`config.mk`:
```
export PLATFORM = sky130hd
export DESIGN_NAME = sflash_cmd_seq
export DESIGN_NICKNAME = d
export VERILOG_FILES = /design/src/rtl/sfc_pkg.sv /design/src/rtl/sfc_spi_shifter.sv /design/src/rtl/sfc_frame_ctrl.sv /design/src/rtl/sflash_cmd_seq.sv
export SDC_FILE = /design/constraint.sdc
export NUM_CORES = 1
export LEC_CHECK = 0
export BUFFER_PORTS_ARGS = -buffer_cell sky130_fd_sc_hd__buf_2
export CORE_UTILIZATION = 35
export CTS_BUF_LIST = sky130_fd_sc_hd__clkbuf_8
export CTS_CLUSTER_SIZE = 40
export DETAILED_ROUTE_END_ITERATION = 8
export SLEW_MARGIN = 20
export SYNTH_ARGS = -nofsm -noshare
export SYNTH_HDL_FRONTEND = slang
export SYNTH_SLANG_ARGS = --single-unit
```
`constraint.sdc`:
```
create_clock -name clk -period 2 [get_ports clk]
set_input_delay 0.1 -clock clk [delete_from_list [all_inputs] [get_ports clk]]
set_output_delay 0.1 -clock clk [all_outputs]
set_load 0.05 [all_outputs]
```
`src/rtl/sfc_pkg.sv`:
```
`timescale 1ns/1ps
package sfc_pkg;

    localparam logic [7:0] OP_STATUS_RD = 8'hD7;
    localparam int         RDY_BIT      = 7;

    typedef enum logic [2:0] {
        ST_IDLE,
        ST_GAP,
        ST_HDR,
        ST_DUMMY,
        ST_DATA,
        ST_PGAP,
        ST_POP,
        ST_PRD
    } fsm_e;

    typedef struct packed {
        logic [7:0]  opcode;
        logic [23:0] addr;
        logic        write;
        logic        poll;
        logic [2:0]  ndummy;
    } cmd_t;

    function automatic logic [2:0] dummy_count(input logic [7:0] op);
        case (op)
            8'h0B, 8'hD2, 8'hD4, 8'hD6: dummy_count = 3'd1;
            8'hE8:                      dummy_count = 3'd4;
            default:                    dummy_count = 3'd0;
        endcase
    endfunction

    function automatic logic needs_poll(input logic [7:0] op);
        case (op)
            8'h81, 8'h50, 8'h7C, 8'h82, 8'h83, 8'h85, 8'h86, 8'h88,
            8'h89, 8'h53, 8'h55, 8'h58, 8'h59, 8'h60, 8'h61:
                needs_poll = 1'b1;
            default:
                needs_poll = 1'b0;
        endcase
    endfunction

    function automatic logic zero_page(input logic [7:0] op);
        zero_page = (op == 8'h84) || (op == 8'h87);
    endfunction

endpackage

```
`src/rtl/sfc_spi_shifter.sv`:
```
`timescale 1ns/1ps
module sfc_spi_shifter #(
    parameter int SCLK_DIV = 4
) (
    input  logic       clk,
    input  logic       rst,
    input  logic       start,
    input  logic [7:0] tx,
    output logic       busy,
    output logic       done,
    output logic [7:0] rx,
    output logic       sclk,
    output logic       mosi,
    input  logic       miso
);
    localparam int HALF  = (SCLK_DIV < 2) ? 1 : SCLK_DIV / 2;
    localparam int CNT_W = (HALF > 1) ? $clog2(HALF) : 1;

    logic [CNT_W-1:0] div_cnt;
    logic [2:0]       bit_idx;
    logic [7:0]       sr;

    always_ff @(posedge clk) begin
        if (rst) begin
            busy    <= 1'b0;
            done    <= 1'b0;
            rx      <= '0;
            sclk    <= 1'b0;
            sr      <= '0;
            div_cnt <= '0;
            bit_idx <= '0;
        end else begin
            done <= 1'b0;
            if (!busy) begin
                if (start) begin
                    busy    <= 1'b1;
                    sr      <= tx;
                    div_cnt <= '0;
                    bit_idx <= '0;
                    sclk    <= 1'b0;
                end
            end else if (div_cnt == CNT_W'(HALF - 1)) begin
                div_cnt <= '0;
                if (!sclk) begin
                    sclk <= 1'b1;
                    rx   <= {rx[6:0], miso};
                end else begin
                    sclk <= 1'b0;
                    if (bit_idx == 3'd7) begin
                        busy <= 1'b0;
                        done <= 1'b1;
                    end else begin
                        bit_idx <= bit_idx + 3'd1;
                        sr      <= {sr[6:0], 1'b0};
                    end
                end
            end else begin
                div_cnt <= div_cnt + CNT_W'(1);
            end
        end
    end

    assign mosi = sr[7];

    AST_SCLK_LOW_IDLE: assert property (@(posedge clk) disable iff (rst)
        !busy |-> !sclk);
    AST_DONE_ON_FALL: assert property (@(posedge clk) disable iff (rst)
        done |-> ($fell(sclk) && !busy));

endmodule

```
`src/rtl/sfc_frame_ctrl.sv`:
```
`timescale 1ns/1ps
module sfc_frame_ctrl
    import sfc_pkg::*;
#(
    parameter int PAGE_BITS = 9,
    parameter int LEN_W     = 8,
    parameter int CS_GAP    = 2
) (
    input  logic                  clk,
    input  logic                  rst,
    input  logic                  req_valid,
    input  logic [7:0]            req_opcode,
    input  logic [23-PAGE_BITS:0] req_page,
    input  logic [PAGE_BITS-1:0]  req_offset,
    input  logic [LEN_W-1:0]      req_len,
    input  logic                  req_write,
    output logic                  req_ack,
    output logic                  busy,
    input  logic [7:0]            wr_data,
    output logic                  wr_ready,
    output logic [7:0]            rd_data,
    output logic                  rd_valid,
    output logic [7:0]            stat_data,
    output logic                  stat_valid,
    output logic                  cs_n,
    output logic                  sh_start,
    output logic [7:0]            sh_tx,
    input  logic                  sh_done,
    input  logic [7:0]            sh_rx
);
    localparam int GAP_N = (CS_GAP < 1) ? 1 : CS_GAP;
    localparam int GAP_W = $clog2(GAP_N + 1);

    fsm_e             state;
    cmd_t             cmd;
    logic [LEN_W-1:0] len_q;
    logic [LEN_W-1:0] len_left;
    logic [1:0]       idx;
    logic [2:0]       dum_left;
    logic [GAP_W-1:0] gap_cnt;
    logic             launch;
    logic [7:0]       hdr_byte;
    logic [23:0]      new_addr;

    assign new_addr = zero_page(req_opcode) ? 24'(req_offset)
                    : ((24'(req_page) << PAGE_BITS) | 24'(req_offset));

    always_comb begin
        case (idx)
            2'd0:    hdr_byte = cmd.opcode;
            2'd1:    hdr_byte = cmd.addr[23:16];
            2'd2:    hdr_byte = cmd.addr[15:8];
            default: hdr_byte = cmd.addr[7:0];
        endcase
        case (state)
            ST_HDR:  sh_tx = hdr_byte;
            ST_DATA: sh_tx = cmd.write ? wr_data : 8'h00;
            ST_POP:  sh_tx = OP_STATUS_RD;
            default: sh_tx = 8'h00;
        endcase
    end

    assign sh_start = launch;
    assign wr_ready = launch && (state == ST_DATA) && cmd.write;
    assign busy     = (state != ST_IDLE);

    always_ff @(posedge clk) begin
        if (rst) begin
            state      <= ST_IDLE;
            cmd        <= '0;
            len_q      <= '0;
            len_left   <= '0;
            idx        <= '0;
            dum_left   <= '0;
            gap_cnt    <= '0;
            launch     <= 1'b0;
            cs_n       <= 1'b1;
            req_ack    <= 1'b0;
            rd_data    <= '0;
            rd_valid   <= 1'b0;
            stat_data  <= '0;
            stat_valid <= 1'b0;
        end else begin
            req_ack    <= 1'b0;
            rd_valid   <= 1'b0;
            stat_valid <= 1'b0;
            launch     <= 1'b0;
            case (state)
                ST_IDLE: if (req_valid) begin
                    cmd.opcode <= req_opcode;
                    cmd.addr   <= new_addr;
                    cmd.write  <= req_write;
                    cmd.poll   <= needs_poll(req_opcode);
                    cmd.ndummy <= dummy_count(req_opcode);
                    len_q      <= req_len;
                    req_ack    <= 1'b1;
                    gap_cnt    <= '0;
                    state      <= ST_GAP;
                end
                ST_GAP, ST_PGAP: begin
                    if (gap_cnt == GAP_W'(GAP_N - 1)) begin
                        cs_n   <= 1'b0;
                        idx    <= '0;
                        launch <= 1'b1;
                        state  <= (state == ST_GAP) ? ST_HDR : ST_POP;
                    end else begin
                        gap_cnt <= gap_cnt + GAP_W'(1);
                    end
                end
                ST_HDR: if (sh_done) begin
                    if (idx != 2'd3) begin
                        idx    <= idx + 2'd1;
                        launch <= 1'b1;
                    end else if (cmd.ndummy != 3'd0) begin
                        dum_left <= cmd.ndummy;
                        launch   <= 1'b1;
                        state    <= ST_DUMMY;
                    end else if (len_q != '0) begin
                        len_left <= len_q;
                        launch   <= 1'b1;
                        state    <= ST_DATA;
                    end else begin
                        cs_n    <= 1'b1;
                        gap_cnt <= '0;
                        state   <= cmd.poll ? ST_PGAP : ST_IDLE;
                    end
                end
                ST_DUMMY: if (sh_done) begin
                    if (dum_left != 3'd1) begin
                        dum_left <= dum_left - 3'd1;
                        launch   <= 1'b1;
                    end else if (len_q != '0) begin
                        len_left <= len_q;
                        launch   <= 1'b1;
                        state    <= ST_DATA;
                    end else begin
                        cs_n    <= 1'b1;
                        gap_cnt <= '0;
                        state   <= cmd.poll ? ST_PGAP : ST_IDLE;
                    end
                end
                ST_DATA: if (sh_done) begin
                    if (!cmd.write) begin
                        rd_data  <= sh_rx;
                        rd_valid <= 1'b1;
                    end
                    if (len_left != LEN_W'(1)) begin
                        len_left <= len_left - LEN_W'(1);
                        launch   <= 1'b1;
                    end else begin
                        cs_n    <= 1'b1;
                        gap_cnt <= '0;
                        state   <= cmd.poll ? ST_PGAP : ST_IDLE;
                    end
                end
                ST_POP: if (sh_done) begin
                    launch <= 1'b1;
                    state  <= ST_PRD;
                end
                ST_PRD: if (sh_done) begin
                    cs_n    <= 1'b1;
                    gap_cnt <= '0;
                    if (sh_rx[RDY_BIT]) begin
                        stat_data  <= sh_rx;
                        stat_valid <= 1'b1;
                        state      <= ST_IDLE;
                    end else begin
                        state <= ST_PGAP;
                    end
                end
                default: state <= ST_IDLE;
            endcase
        end
    end

    // consecutive cycles with chip-select high, saturating
    logic [GAP_W-1:0] hi_cnt;
    always_ff @(posedge clk) begin
        if (rst)                           hi_cnt <= '0;
        else if (!cs_n)                    hi_cnt <= '0;
        else if (hi_cnt != GAP_W'(GAP_N))  hi_cnt <= hi_cnt + GAP_W'(1);
    end

    AST_CS_GAP_HELD: assert property (@(posedge clk) disable iff (rst)
        (!cs_n && $past(cs_n)) |-> ($past(hi_cnt) >= GAP_W'(GAP_N - 1)));
    AST_WR_IN_FRAME: assert property (@(posedge clk) disable iff (rst)
        wr_ready |-> !cs_n);
    AST_STAT_READY: assert property (@(posedge clk) disable iff (rst)
        stat_valid |-> stat_data[RDY_BIT]);
    AST_ACK_BUSY: assert property (@(posedge clk) disable iff (rst)
        req_ack |-> busy);

endmodule

```
`src/rtl/sflash_cmd_seq.sv`:
```
`timescale 1ns/1ps
module sflash_cmd_seq #(
    parameter int SCLK_DIV  = 4,
    parameter int PAGE_BITS = 9,
    parameter int LEN_W     = 8,
    parameter int CS_GAP    = 2
) (
    input  logic                  clk,
    input  logic                  rst,
    input  logic                  req_valid,
    input  logic [7:0]            req_opcode,
    input  logic [23-PAGE_BITS:0] req_page,
    input  logic [PAGE_BITS-1:0]  req_offset,
    input  logic [LEN_W-1:0]      req_len,
    input  logic                  req_write,
    output logic                  req_ack,
    output logic                  busy,
    input  logic [7:0]            wr_data,
    output logic                  wr_ready,
    output logic [7:0]            rd_data,
    output logic                  rd_valid,
    output logic [7:0]            stat_data,
    output logic                  stat_valid,
    output logic                  spi_cs_n,
    output logic                  spi_sclk,
    output logic                  spi_mosi,
    input  logic                  spi_miso
);
    logic       sh_start;
    logic [7:0] sh_tx;
    logic       sh_busy;
    logic       sh_done;
    logic [7:0] sh_rx;

    sfc_frame_ctrl #(
        .PAGE_BITS (PAGE_BITS),
        .LEN_W     (LEN_W),
        .CS_GAP    (CS_GAP)
    ) u_ctrl (
        .clk        (clk),
        .rst        (rst),
        .req_valid  (req_valid),
        .req_opcode (req_opcode),
        .req_page   (req_page),
        .req_offset (req_offset),
        .req_len    (req_len),
        .req_write  (req_write),
        .req_ack    (req_ack),
        .busy       (busy),
        .wr_data    (wr_data),
        .wr_ready   (wr_ready),
        .rd_data    (rd_data),
        .rd_valid   (rd_valid),
        .stat_data  (stat_data),
        .stat_valid (stat_valid),
        .cs_n       (spi_cs_n),
        .sh_start   (sh_start),
        .sh_tx      (sh_tx),
        .sh_done    (sh_done),
        .sh_rx      (sh_rx)
    );

    sfc_spi_shifter #(
        .SCLK_DIV (SCLK_DIV)
    ) u_shift (
        .clk   (clk),
        .rst   (rst),
        .start (sh_start),
        .tx    (sh_tx),
        .busy  (sh_busy),
        .done  (sh_done),
        .rx    (sh_rx),
        .sclk  (spi_sclk),
        .mosi  (spi_mosi),
        .miso  (spi_miso)
    );

    AST_SCLK_IDLE_CS: assert property (@(posedge clk) disable iff (rst)
        spi_cs_n |-> !spi_sclk);
    AST_RD_IN_FRAME: assert property (@(posedge clk) disable iff (rst)
        rd_valid |-> !$past(spi_cs_n));
    AST_NO_SHIFT_IDLE: assert property (@(posedge clk) disable iff (rst)
        !busy |-> !sh_busy);

endmodule

```
# Word level (Yosys, flattened, before mapping)
# Index checks and enable logic that the tools add are counted.
# word_totals
reg_bits	107
output_inout_bits	24
elab_cells	228
in_bits	53
# op_classes
n_bitwise	9
mux	100
eq_ne	55
add_sub_neg	6
n_reduce_logical	33
# ops
operator	n
8-bit two-way mux	14
8-bit equality test (second input constant)	13
3-bit two-way mux	25
8-bit case mux with 3 select lines	3
8-bit by 7-bit equality test with 1-bit output (second input constant)	8
1-bit two-way mux	36
2-bit two-way mux	14
24-bit two-way mux	1
24-bit by 9-bit bitwise OR with 24-bit output	1
2-bit inequality test (second input constant)	11
3-bit case mux with 7 select lines	1
10-bit AND reduction	2
2-bit by 1-bit inequality test with 1-bit output (second input constant)	9
3-bit equality test (second input constant)	5
15-bit OR reduction	1
2-bit case mux with 6 select lines	1
3-bit case mux with 2 select lines	2
11-bit AND reduction	1
1-bit case mux with 5 select lines	2
3-bit AND reduction	3
3-bit nonzero test	3
8-bit by 4-bit equality test with 1-bit output (second input constant)	1
8-bit by 1-bit inequality test with 1-bit output (second input constant)	1
1-bit NOT	8
other kinds (26)	37

# Logic depth before layout (Yosys ltp)
# Gate-level depths: netlist (run 1).
# logic_depth
depth_word	6
ltp_mapped	9

# Modules after synthesis
# A second synthesis (run 1) with hierarchy kept.
# hier_totals
hier_cells	615
area_unflattened_um2	5129.9
# by_module_without_submodules
mod	n_inst	seq_area_each_um2	area_each_um2	cells_per_inst
sfc_frame_ctrl	1	1661.6	4154.0	520
sfc_spi_shifter	1	460.4	975.9	95

# Worst setup path after synthesis (run 1)
# No wires, ideal clock.
# synth_timing
path_type	register -> register
startpoint	reg u_ctrl.len_left[2]
endpoint	reg u_ctrl.state[2]
stages_incl_launch_ff	7
t_arrival_ns	1.715
required_ns	1.868
path_buffers	1
period_less_slack_ns	1.847
slack_ns	0.153
setup_ns	0.132
path_cell_list	dfxtp_1 nor4_4 a31oi_1 or2_2 clkbuf_1 a2111oi_0 nor3_1
# synth_between
elab_chain_cells	3
# synth_lines
item	line	text
start: declaration	sfc_frame_ctrl.sv:37	logic [LEN_W-1:0] len_left;
start signal: assignment	sfc_frame_ctrl.sv:119	len_left <= len_q;
start signal: assignment	sfc_frame_ctrl.sv:133	len_left <= len_q;
start signal: assignment	sfc_frame_ctrl.sv:148	len_left <= len_left - LEN_W'(1);
8-bit by 1-bit inequality test with 1-bit output	sfc_frame_ctrl.sv:147	if (len_left != LEN_W'(1)) begin
2-bit inequality test (no source line)	n/a	
10-bit AND reduction (no source line)	n/a	
end signal: assignment	sfc_frame_ctrl.sv:125	state <= cmd.poll ? ST_PGAP : ST_IDLE;
end signal: assignment	sfc_frame_ctrl.sv:139	state <= cmd.poll ? ST_PGAP : ST_IDLE;
end signal: assignment	sfc_frame_ctrl.sv:153	state <= cmd.poll ? ST_PGAP : ST_IDLE;
end: declaration	sfc_frame_ctrl.sv:34	fsm_e state;
# No other way between the ends.
# A chain may end at the register's enable or synchronous reset.

# Worst setup path after layout (run 1)
# layout_timing
startpoint	reg u_ctrl.len_q[1]
endpoint	reg u_ctrl.gap_cnt[1]
# layout_between
elab_chain_cells	6
# layout_lines
item	line	text
start: declaration	sfc_frame_ctrl.sv:36	logic [LEN_W-1:0] len_q;
start signal: assignment	sfc_frame_ctrl.sv:95	len_q <= req_len;
8-bit nonzero test (*)	sfc_frame_ctrl.sv:118, sfc_frame_ctrl.sv:132	
2-bit two-way mux (*)	n/a	
2-bit two-way mux (3 in series)	n/a	
2-bit case mux with 6 select lines (*)	n/a	
end signal: assignment	sfc_frame_ctrl.sv:107	gap_cnt <= gap_cnt + GAP_W'(1);
end: declaration	sfc_frame_ctrl.sv:40	logic [GAP_W-1:0] gap_cnt;
# Mark *: on every way between the ends. The rest lies on a longest branch, timed or not. The select of a mux whose other input is x is not followed.

==> key figures, run 1 <==
Run status
  – Status: finished, violations left
  – Failing checks: DRC

Placement
  – Post-DP HPWL: 9.32 mm
  – Number of port buffers: 76
  – RD Place Congestion: 0.865
  – DP Area: 5670 sq um

Yosys
  – Synth Flop Type: dfxtp_1
  – Synth warn: 0
  – Mean post-synth cell area: 7.96 sq um
  – Post-synthesis sequential area ratio: 42.8%
  – Synth cell types: 57
  – Syn Nets: between 600 and 700
  – Synthesized instance count: 623
  – Synth Cell Area: 4960 sq um
  – Seq cells post-synth: 106
  – EDFF count, synth: 0
  – Synth async-reset ratio: 0%

Power
  – Clk pwr share: 25.3%
  – Switching Fraction: 34.8%
  – Sw power: 1.92 mW
  – Maximum vdd drop: 0.380 mV
  – Cell leakage power: about 2.5 nW
  – Overall Power: about 5.5 mW
  – Register share of total power: 45.2%
  – Comb power frac: 29.5%
  – Power Density: 882 nW/um^2
  – Int Power: 3.60 mW

Finish
  – FF+latch area: ~2100 sq um
  – Number of diodes: 0
  – Nets: 797
  – Area grow syn2layout: 26.4%
  – Most frequent cells in the layout: dfxtp_1, nand2_1, a21oi_1, buf_2, nor2_1
  – Filler cells: 1346
  – Layout cell share with drive strength beyond 1: between 10% and 20%
  – Multi-input gate area: 2590 sq um
  – Final Util: 45.3%
  – Leading cell type in the layout, fill and taps excluded: dfxtp_1
  – Cell area after layout: 6260 sq um

GRT
  – Largest net degree at the start of global routing: 59
  – Total grt overflow: 0
  – Vias in the first global route: 4521
  – Initial antenna violation count: 0
  – GRT Resource Usage Total: between 10% and 20%
  – First-pass GRT wire length: 21.4 mm

Detailed routing
  – Vias per cell: between 5 and 6
  – DRT antenna net count: 0
  – Drt wl/cell: 14.4 microns
  – Routed via count: 4856
  – Drc violations: 1
  – Routed wire length: between 10 and 15 mm
  – DR iter-0 viols: 462
  – Drt first pass iters: 9

Die
  – CORE AREA: around 14000 sq um
  – Die height: 121 microns
  – Rows: 43
  – Initial Util: 35.8%
  – I/O pin count: 77
  – Die area: 14600 sq um
  – Die width: 121 microns

STA
  – Final Max Slew Viols: 0
  – Final Hold Fails: 0
  – Slew headroom: 64.6%
  – Tmin final: ~1900 ps
  – F_max: 514 MHz
  – Final worst-path cycle share: a little over nine tenths
  – Worst Max-Slew Pin Slew: 524 ps
  – Post-route setup TNS: 0 ps
  – Clk_skew: 8.75 ps
  – RSZ-0062 raised after global routing: true
  – # setup viols final: 0

Clock network
  – Clock Sink Count: about 110
  – Clock Latency Late Sink: 380 ps
  – Clk buf depth: 2
  – Postcts setup bufs: 0
  – Num CTS Buffers: 9
  – Clock Pin Slew Worst Setup and Hold Paths: about 110 ps
  – Clock tree from TritonCTS: built
  – Clk root buf: clkbuf_8
  – Htree depth: 3

Setup path
  – Crit start category: flip-flop
  – Kind of critical path: reg2reg
  – CP max FO: 3
  – Crit-path slowest cell: or4_1
  – CP required: ~2300 ps
  – Critical-path cell list: nor4_1 > buf_4 > nand2_1 > a211o_1 > or4_1 > a21oi_1
  – Arr. time, crit path: 2260 ps
  – Crit-path max cell delay: 490 ps
  – CP Capture Type: flip-flop

Run
  – Total of max-cap violations: 0

Min path
  – Hold WC Path Type: in2reg
## worst max-delay path: cells and delay by family, from the launching register on
kind                   cells  cell delay, ps
buffers and inverters      1             180
AO/OA/AOI/OAI              2             500
AND/OR/NAND/NOR            3             850
flip-flops                 1             350
## synth_stat cells, types with 6 or more instances
master    count  share of area, %
a21oi_1      80               8.1
a221oi_1      6               1.1
a222oi_1     10               2.0
a22oi_1      18               2.7
buf_1         6              0.45
clkbuf_1     37               2.8
dfxtp_1     106                43
ha_1         12               3.0
inv_1        16               1.2
mux2i_1      15               3.0
nand2_1     103               7.8
nand2b_1      7              0.88
nand3_1       6              0.61
nor2_1       71               5.4
nor2b_1       6              0.76
nor3_1       20               2.0
o21ai_0      20               2.0
## state kept, by name, summed over array words and instances (netlist names)
signal / count
u_ctrl.rd_data: 8
u_shift.rx: 8
u_ctrl.sh_start: 1
u_ctrl.idx: 2
u_shift.done: 1
u_ctrl.len_q: 8
u_ctrl.stat_data: 8
u_shift.sclk: 1
u_ctrl.rd_valid: 1
u_shift.sr: 8
u_ctrl.dum_left: 3
u_ctrl.cmd: 36
u_ctrl.cs_n: 1
u_ctrl.len_left: 8
u_ctrl.stat_valid: 1
u_shift.div_cnt: 1
u_ctrl.gap_cnt: 2
u_shift.busy: 1
u_shift.bit_idx: 3
u_ctrl.req_ack: 1
u_ctrl.state: 3
## logic make-up (layout without fill, tap and decap cells)
kind of cell / Yosys count / count (layout) / share of synthesized area, %
AO/OA/AOI/OAI: 172 / 172 / 22.3
XOR/XNOR: 2 / 2 / 0.354
adder cells (fa/ha/maj): 12 / 12 / 3.03
buffers and inverters: 66 / 180 / 5.30
flip-flops: 106 / 106 / 42.8
multiplexers: 16 / 16 / 3.26
AND/OR/NAND/NOR: 249 / 249 / 22.9
## metal layers
layer / wire (microns) / vias to the layer above / track usage [%]
met1: 5980 / 2298 / 23.6
li1: - / 2411 / -
met2: 6430 / 132 / 30.6
met5: 0 / - / 0
met3: 574 / 15 / 3.15
met4: 206 / 0 / 6.25
## per-stage QoR
step / hold WS [ps] / worst slack, ps / instances
after floorplan: 236 / 153 / 623
after global placement: 336 / 59.3 / 866
after detailed placement: 345 / 75.5 / 866
after CTS: 1.45 / 27.2 / 917
after global routing: 38.6 / -24.5 / 917
final: 20.7 / 52.9 / 917
## repair_timing
item | in CTS | in global routing
hold buffers | 35 | 0
endpoints found under the setup margin | 1 | 8
gates resized for setup | 3 | 5
endpoints found under the hold margin | 35 | 0
cloned | 0 | 0
## layout make-up
cell class | instances | area share, %
Multi-Input combinational cell | 451 | 41.4
Sequential cell | 106 | 33.9
Timing Repair Buffer | 148 | 16.8
Tap cell | 180 | 3.60
Clock buffer | 9 | 1.98
Clock inverter | 7 | 1.32
Inverter | 16 | 0.959
## power by group through the flow
stage / Combinational (mW) / Sequential (mW) / Clock, mW
floorplan: 1.04 / 2.49 / 0
global placement: 1.52 / 2.53 / 0
detailed placement: 1.54 / 2.54 / 0
CTS: 1.60 / 2.49 / 1.44
global route: 1.80 / 2.52 / 1.53
finish: 1.63 / 2.50 / 1.40
## final timing paths
| path | from | endpoint | slack [ps] | cells after the start |
|---|---|---|---|---|
| max | u_ctrl.len_q[1] | u_ctrl.gap_cnt[1] | 50 | 6 |
| min | wr_data[3] | u_shift.sr[3] | 20 | 3 |
| max reg2reg | u_ctrl.len_q[1] | u_ctrl.gap_cnt[1] | 50 | 6 |
| min reg2reg | u_ctrl.stat_data[7] | u_ctrl.stat_data[7] | 460 | 2 |
(Power assumes the default switching activity.)
==> run 2, diff against run 1 <==
--- a/config.mk
+++ b/config.mk
@@ -5,6 +5,7 @@
 export SDC_FILE = /design/constraint.sdc
 export NUM_CORES = 1
 export LEC_CHECK = 0
+export ABC_AREA = 1
 export BUFFER_PORTS_ARGS = -buffer_cell sky130_fd_sc_hd__buf_2
 export CORE_UTILIZATION = 35
 export CTS_BUF_LIST = sky130_fd_sc_hd__clkbuf_8
==> run 2 against run 1 <==
  * The run now ends clean
  * Sequential power grew 14%
  * Register-to-register slack gained 150 ps
  * Setup slack gained 150 ps
  * Clock power grew 4%
  * Clock skew shrank 0.70 ps
  * Largest power group is now combinational logic
==> key figures, run 2 <==
STA
  – Worst Max-Slew Pin Slew: 558 ps (+33.5 ps)
  – Tmin final: 1790 ps (-153 ps)
  – Final Hold Fails: 0 (unchanged)
  – Final Max Slew Viols: 0 (unchanged)
  – Post-route setup TNS: 0 ps (unchanged)
  – Clk_skew: 8.05 ps (-0.699 ps)
  – Final worst-path cycle share: 89.7% (-7.7 points)
  – F_max: 557 MHz (+8.5%)
  – RSZ-0062 raised after global routing: false
  – # setup viols final: 0 (unchanged)
  – Slew headroom: 62.7% (-1.9 points)

Setup path
  – CP max FO: 9 (+6)
  – CP Capture Type: flip-flop
  – Crit path launch: u_shift.bit_idx[0]
  – Kind of critical path: reg2reg
  – Crit start category: flip-flop
  – RR Startpoint: u_shift.bit_idx[0]
  – Arr. time, crit path: 2110 ps (-150 ps)
  – CP required: 2310 ps (about the same)

Detailed routing
  – DRT antenna net count: 0 (unchanged)
  – DR iter-0 viols: 267 (-42%)
  – Routed via count: 5299 (+9.1%)
  – Drt wl/cell: 12.3 microns (-14%)
  – Drc violations: 0 (-1)
  – Drt first pass iters: 5 (-4)
  – Vias per cell: 4.73 (-11%)
  – Routed wire length: 13.8 mm (+4.9%)

Yosys
  – EDFF count, synth: 0 (unchanged)
  – Synth area leaders: dfxtp_1, nor2_1, nand2_1
  – Seq cells post-synth: 106 (unchanged)
  – Mean post-synth cell area: 6.84 sq um (-14%)
  – Most instantiated library cell after synthesis: nor2_1
  – Post-synthesis sequential area ratio: 38.4% (-4.4 points)
  – Syn Nets: 872 (+27%)
  – Synth warn: 0 (unchanged)
  – Cell taking the most area after synthesis: dfxtp_1
  – Synth Cell Area: 5520 sq um (+11%)
  – Post-synth top area share: 38.4% (-4.4 points)
  – Post-synth top cells: nor2_1, nand2_1, dfxtp_1
  – Synth async-reset ratio: 0% (unchanged)
  – Synthesized instance count: 807 (+30%)
  – Synth Flop Type: dfxtp_1
  – Synth cell types: 40 (-30%)

GRT
  – GRT met1 Usage: 22.3% (-1.3 points)
  – GRT Resource Usage Total: 17.7% (-0.62 points)
  – Total grt overflow: 0 (unchanged)
  – GR Util met3: 3.56% (+0.41 points)
  – Grt peak-use layer: met2
  – Vias in the first global route: 4910 (+8.6%)
  – Routing usage on met2: 30.1% (-0.56 points)
  – First-pass GRT wire length: 23.1 mm (+7.9%)
  – Largest net degree at the start of global routing: 60 (+1.7%)
  – Initial antenna violation count: 0 (unchanged)

Power
  – Clk pwr share: 19.4% (-5.9 points)
  – Register share of total power: 37.9% (-7.3 points)
  – Cell leakage power: 3.04 nW (+21%)
  – Comb power frac: 42.6% (+13 points)
  – Sw power: 3.16 mW (+64%)
  – Maximum vdd drop: 0.531 mV (+40%)
  – Switching Fraction: 41.9% (+7.1 points)
  – Power Density: 1130 nW/um^2 (+29%)
  – Int Power: 4.38 mW (+21%)

Finish
  – Largest register FFs: 36 (unchanged)
  – Nets: 970 (+22%)
  – Layout cell share with drive strength beyond 1: 17.0% (-2.6 points)
  – Largest reg by FF count: u_ctrl.cmd
  – Area grow syn2layout: 20.4%
  – Number of diodes: 0 (unchanged)
  – Most frequent cells in the layout: nor2_1, nand2_1, dfxtp_1, o21ai_0, buf_2
  – Cell area after layout: 6650 sq um (+6.1%)
  – Leading cell type in the layout, fill and taps excluded: nor2_1

Run
  – Total of max-cap violations: 0 (unchanged)

Min path
  – Min-delay src: req_len[5]
  – Hold WC Path Type: in2reg

Clock network
  – Clock tree from TritonCTS: built
  – Postcts setup bufs: 0 (unchanged)
  – Clock Sink Count: 106 (unchanged)
  – Num CTS Buffers: 9 (unchanged)
  – Clk root buf: clkbuf_8
  – Htree depth: 3 (unchanged)
  – Clock Latency Late Sink: 380 ps (about the same)
  – Clk buf depth: 2 (unchanged)
  – Clock Pin Slew Worst Setup and Hold Paths: 100 ps (about the same)

Placement
  – Post-DP HPWL: 9.96 mm (+6.8%)
  – Number of port buffers: 76 (unchanged)
  – RD Place Congestion: 0.878 (+1.4%)
  – DP Area: 6090 sq um (+7.4%)

Die
  – Die area: 16300 sq um (+11%)
  – CORE AREA: 15300 sq um (+11%)
  – Die height: 128 microns (+5.5%)
  – I/O pin count: 77 (unchanged)
  – Initial Util: 36.1% (+0.21 points)
  – Rows: 45 (+4.7%)
  – Die width: 128 microns (+5.5%)

Run status
  – Status: completed
-- run 2: cell families (layout without fill, tap and decap cells) --
| logic type | after synthesis | in the layout | share of synthesized area, % |
|---|---|---|---|
| AND/OR/NAND/NOR | 398 | 398 | 32.4 |
| AO/OA/AOI/OAI | 176 | 176 | 17.5 |
| buffers and inverters | 114 | 217 | 8.77 |
| flip-flops | 106 | 106 | 38.4 |
| adder cells (fa/ha/maj) | 12 | 12 | 2.72 |
| XOR/XNOR | 1 | 1 | 0.159 |
-- run 2: worst max-delay path: stages (launching register included) --
cell	delay, ps
dfxtp_1	330
ha_1	200
ha_1	240
nor3_4	280
inv_2	130
nand2_4	130
inv_2	90
nor2_8	130
nand2_1	80
a21oi_1	120
-- run 2: timing repair --
item	in CTS	in global routing
hold buffers	32	0
hold endpoints to repair	32	0
endpoints found under the setup margin	0	9
gates resized for setup	0	3
-- run 2: layout make-up --
type | instances | area (sq um)
multi-input combinational | 587 | 2920
inverter | 84 | 323
clock buffer | 13 | 179
sequential | 106 | 2130
tap | 211 | 264
timing repair buffer | 117 | 791
clock inverter | 3 | 43.8
fill | 1653 | 8670
-- run 2: metal layers --
| layer | vias to the layer above | share of wire, % |
|---|---|---|
| met3 | 20 | 3.7 |
| met2 | 107 | 47 |
| met4 | 0 | 1.8 |
| li1 | 2804 | - |
| met1 | 2368 | 47 |
| met5 | - | 0 |
-- run 2: power groups by stage --
| stage | clock (mW) | combinational [mW] | sequential, mW |
|---|---|---|---|
| 2_1_floorplan | 0 | 2.59 | 2.78 |
| 3_3_place_gp | 0 | 3.16 | 2.90 |
| 3_5_place_dp | 0 | 3.17 | 2.90 |
| 4_1_cts | 1.52 | 3.23 | 2.86 |
| 5_1_grt | 1.59 | 3.70 | 2.91 |
| 6_report | 1.46 | 3.21 | 2.86 |
-- run 2: per-stage QoR --
stage | cells | power (mW) | hold slack (ps) | util (%) | setup WS (ps)
after floorplan | 807 | 5.37 | 235 | - | 324
final | 1121 | 7.54 | 24.4 | 43.4 | 206
after global placement | 1072 | 6.05 | 324 | 39.8 | 119
after detailed placement | 1072 | 6.07 | 328 | 39.8 | 127
after global routing | 1121 | 8.20 | 28.2 | 43.4 | 7.08
after CTS | 1120 | 7.61 | 1.03 | 43.3 | 102
-- run 2: final timing paths --
kind / endpoint / slack (ps) / depth (start not counted)
setup / recovery: u_shift.sr[5] / 210 / 9
hold / removal: u_ctrl.len_q[5] / 20 / 3
setup reg to reg: u_shift.sr[5] / 210 / 9
hold reg to reg: u_shift.bit_idx[0] / 460 / 1
==> run 3, diff against run 2 <==
--- a/config.mk
+++ b/config.mk
@@ -7,10 +7,11 @@
 export LEC_CHECK = 0
 export ABC_AREA = 1
 export BUFFER_PORTS_ARGS = -buffer_cell sky130_fd_sc_hd__buf_2
-export CORE_UTILIZATION = 35
+export CORE_UTILIZATION = 40
 export CTS_BUF_LIST = sky130_fd_sc_hd__clkbuf_8
 export CTS_CLUSTER_SIZE = 40
 export DETAILED_ROUTE_END_ITERATION = 8
+export SKIP_CTS_REPAIR_TIMING = 1
 export SLEW_MARGIN = 20
 export SYNTH_ARGS = -nofsm -noshare
 export SYNTH_HDL_FRONTEND = slang
==> constraint.sdc (replaced) <==
create_clock -name clk -period 2.2 [get_ports clk]
set_input_delay 0.11 -clock clk [delete_from_list [all_inputs] [get_ports clk]]
set_output_delay 0.11 -clock clk [all_outputs]
set_load 0.05 [all_outputs]
==> run 3 against run 2 <==
  * The run now ends with hold timing left
  * First-iteration DRC count rose by 4.1%
  * Combinational power fell by 9.0%
  * Hold slack got worse by 55 ps
  * Setup slack got worse by 7.0 ps
  * Global-route usage rose by 2.4 points
  * Critical path depth fell by 6
  * Largest power group unchanged
==> key figures, run 3 (same netlist as run 2, synthesis figures left out) <==
Setup path
  – Arr. time, crit path: 1890 ps (-220 ps)
  – Worst reg2reg path depth: 6 (-3)
  – Crit-path slowest cell: dfxtp_1
  – CP max FO: 17 (+8)
  – Crit-path max cell delay: 660 ps (+330 ps)
  – CP required: 2090 ps (-220 ps)
  – Critical-path cell list: nand2_4 > nor3_1 > buf_2
  – Cell family with most CP delay: flip-flops
  – CP Capture Type: primary output
  – Worst path depth: 3 (-6)
  – Crit start category: flip-flop
  – Kind of critical path: reg2out
  – Worst path bufs/invs: 1 (-1)

GRT
  – Total grt overflow: 0 (unchanged)
  – Largest net degree at the start of global routing: 75 (+25%)
  – Grt peak-use layer: met2
  – GRT met1 Usage: 27.0% (+4.7 points)
  – GRT Resource Usage Total: 20.1% (+2.4 points)
  – Vias in the first global route: 4758 (-3.1%)
  – First-pass GRT wire length: 23.1 mm (+0.12%)
  – Initial antenna violation count: 0 (unchanged)
  – GR Util met3: 4.37% (+0.81 points)
  – Routing usage on met2: 32.4% (+2.3 points)

Detailed routing
  – Drc violations: 0 (unchanged)
  – Routed wire length: 13.9 mm (+0.48%)
  – Vias per cell: 4.88 (+3.3%)
  – Routed via count: 5266 (-0.62%)
  – Drt wl/cell: 12.9 microns (+4.5%)
  – DRT antenna net count: 0 (unchanged)
  – Drt first pass iters: 5 (unchanged)
  – DR iter-0 viols: 278 (+4.1%)

Clock network
  – Clock tree from TritonCTS: built
  – Clock Pin Slew Worst Setup and Hold Paths: 100 ps (about the same)
  – Clk root buf: clkbuf_8
  – Htree depth: 3 (unchanged)
  – Clock Sink Count: 106 (unchanged)
  – Num CTS Buffers: 9 (unchanged)
  – Clk buf depth: 2 (unchanged)
  – Clock Latency Late Sink: 380 ps (about the same)

Die
  – CORE AREA: 13300 sq um (-13%)
  – Die width: 119 microns (-6.4%)
  – Die height: 119 microns (-6.4%)
  – Initial Util: 41.4% (+5.3 points)
  – I/O pin count: 77 (unchanged)
  – Die area: 14300 sq um (-12%)
  – Rows: 42 (-6.7%)

Finish
  – Most frequent cells in the layout: nor2_1, nand2_1, dfxtp_1, o21ai_0, buf_2
  – Cell area after layout: 6480 sq um (-2.4%)
  – Nets: 962 (-0.82%)
  – Number of diodes: 0 (unchanged)
  – Largest reg by FF count: u_ctrl.cmd
  – Largest register FFs: 36 (unchanged)
  – Area grow syn2layout: 17.4%
  – Final Util: 48.6% (+5.2 points)
  – Filler cells: 1410 (-15%)
  – Layout cell share with drive strength beyond 1: 16.3% (-0.74 points)
  – Leading cell type in the layout, fill and taps excluded: nor2_1

STA
  – Post-route setup TNS: 0 ps (unchanged)
  – RSZ-0062 raised after global routing: false
  – Tmin final: around 2000 ps
  – Slew headroom: 61.2% (-1.5 points)
  – Worst Max-Slew Pin Slew: 581 ps (+23.7 ps)
  – Final worst-path cycle share: 90.9%
  – Final Max Slew Viols: 0 (unchanged)
  – # setup viols final: 0 (unchanged)
  – Final Hold Fails: 1 (+1)
  – Clk_skew: 7.90 ps (-0.159 ps)
  – Hold_ws: -30.8 ps (-55.2 ps)
  – F_max: 500 MHz

Power
  – Comb power frac: 43.5% (+0.9 points)
  – Power Density: 1030 nW/um^2 (-8.8%)
  – Sw power: 2.89 mW (-8.4%)
  – Cell leakage power: 2.99 nW (-1.4%)
  – Register share of total power: 38.7% (+0.8 points)
  – Switching Fraction: 43.2% (+1.2 points)
  – Overall Power: 6.71 mW (-11%)
  – Int Power: 3.81 mW (-13%)
  – Maximum vdd drop: 0.396 mV (-25%)
  – Clk pwr share: 17.8% (-1.6 points)

Min path
  – Hold WC Path Type: in2reg
  – WHS Path Cells: 3 (unchanged)

Run
  – Total of max-cap violations: 0 (unchanged)

Placement
  – DP Area: 6030 sq um (-1.0%)
  – Number of port buffers: 76 (unchanged)
  – RD Place Congestion: 0.901 (+2.7%)
  – Post-DP HPWL: 9.94 mm (-0.15%)

Run status
  – Failing checks: hold timing
  – Status: finished, violations left
## run 3: cell types whose count changed in the layout (fill, tap and decap cells not counted), moves of 2 or more
cell	before	now
buf_4	6	4
clkinv_2	1	3
inv_1	71	73
dfxtp_2	3	0
dfxtp_1	103	106
clkbuf_8	13	9
dlygate4sd3_1	32	26
## run 3: final timing paths
kind	to	startpoint	slack [ps]
hold / removal	u_shift.rx[0]	spi_miso	-30
hold reg to reg	u_shift.bit_idx[0]	u_shift.bit_idx[0]	470
setup reg to reg	u_ctrl.stat_data[4]	u_ctrl.state[0]	240
setup / recovery	wr_ready	u_ctrl.state[2]	200
## run 3: worst register-to-register path, delay by kind of cell (launching register included)
kind / cells / cell delay [ps]
buffers and inverters: 1 / 330
flip-flops: 1 / 700
AND/OR/NAND/NOR: 5 / 880
## run 3: final cells by class
class	count	area, sq um	share of cell area (%)
Clock buffer	9	124	1.91
Clock inverter	7	61.3	0.946
Inverter	84	323	4.98
Multi-Input combinational cell	587	2920	45.0
Sequential cell	106	2120	32.7
Tap cell	176	220	3.40
Timing Repair Buffer	109	718	11.1
## run 3: power by group through the flow
stage	logic, mW	registers (mW)	clock network, mW
2_1_floorplan	2.35	2.52	0
3_3_place_gp	2.87	2.64	0
3_5_place_dp	2.87	2.64	0
4_1_cts	2.88	2.60	1.23
5_1_grt	3.32	2.65	1.29
6_report	2.92	2.60	1.19
## run 3: stage by stage
step                setup WS [ps]  instances
floorplan                     190        807
finish                        199       1078
global route                 45.6       1078
global placement              271       1035
detailed placement            248       1035
CTS                           140       1051
## run 3: routing by layer
metal | share of wire (%) | up-vias
met1 | 48 | 2336
li1 | - | 2795
met4 | 1.6 | 0
met3 | 4.0 | 16
met2 | 46 | 119
met5 | 0 | -
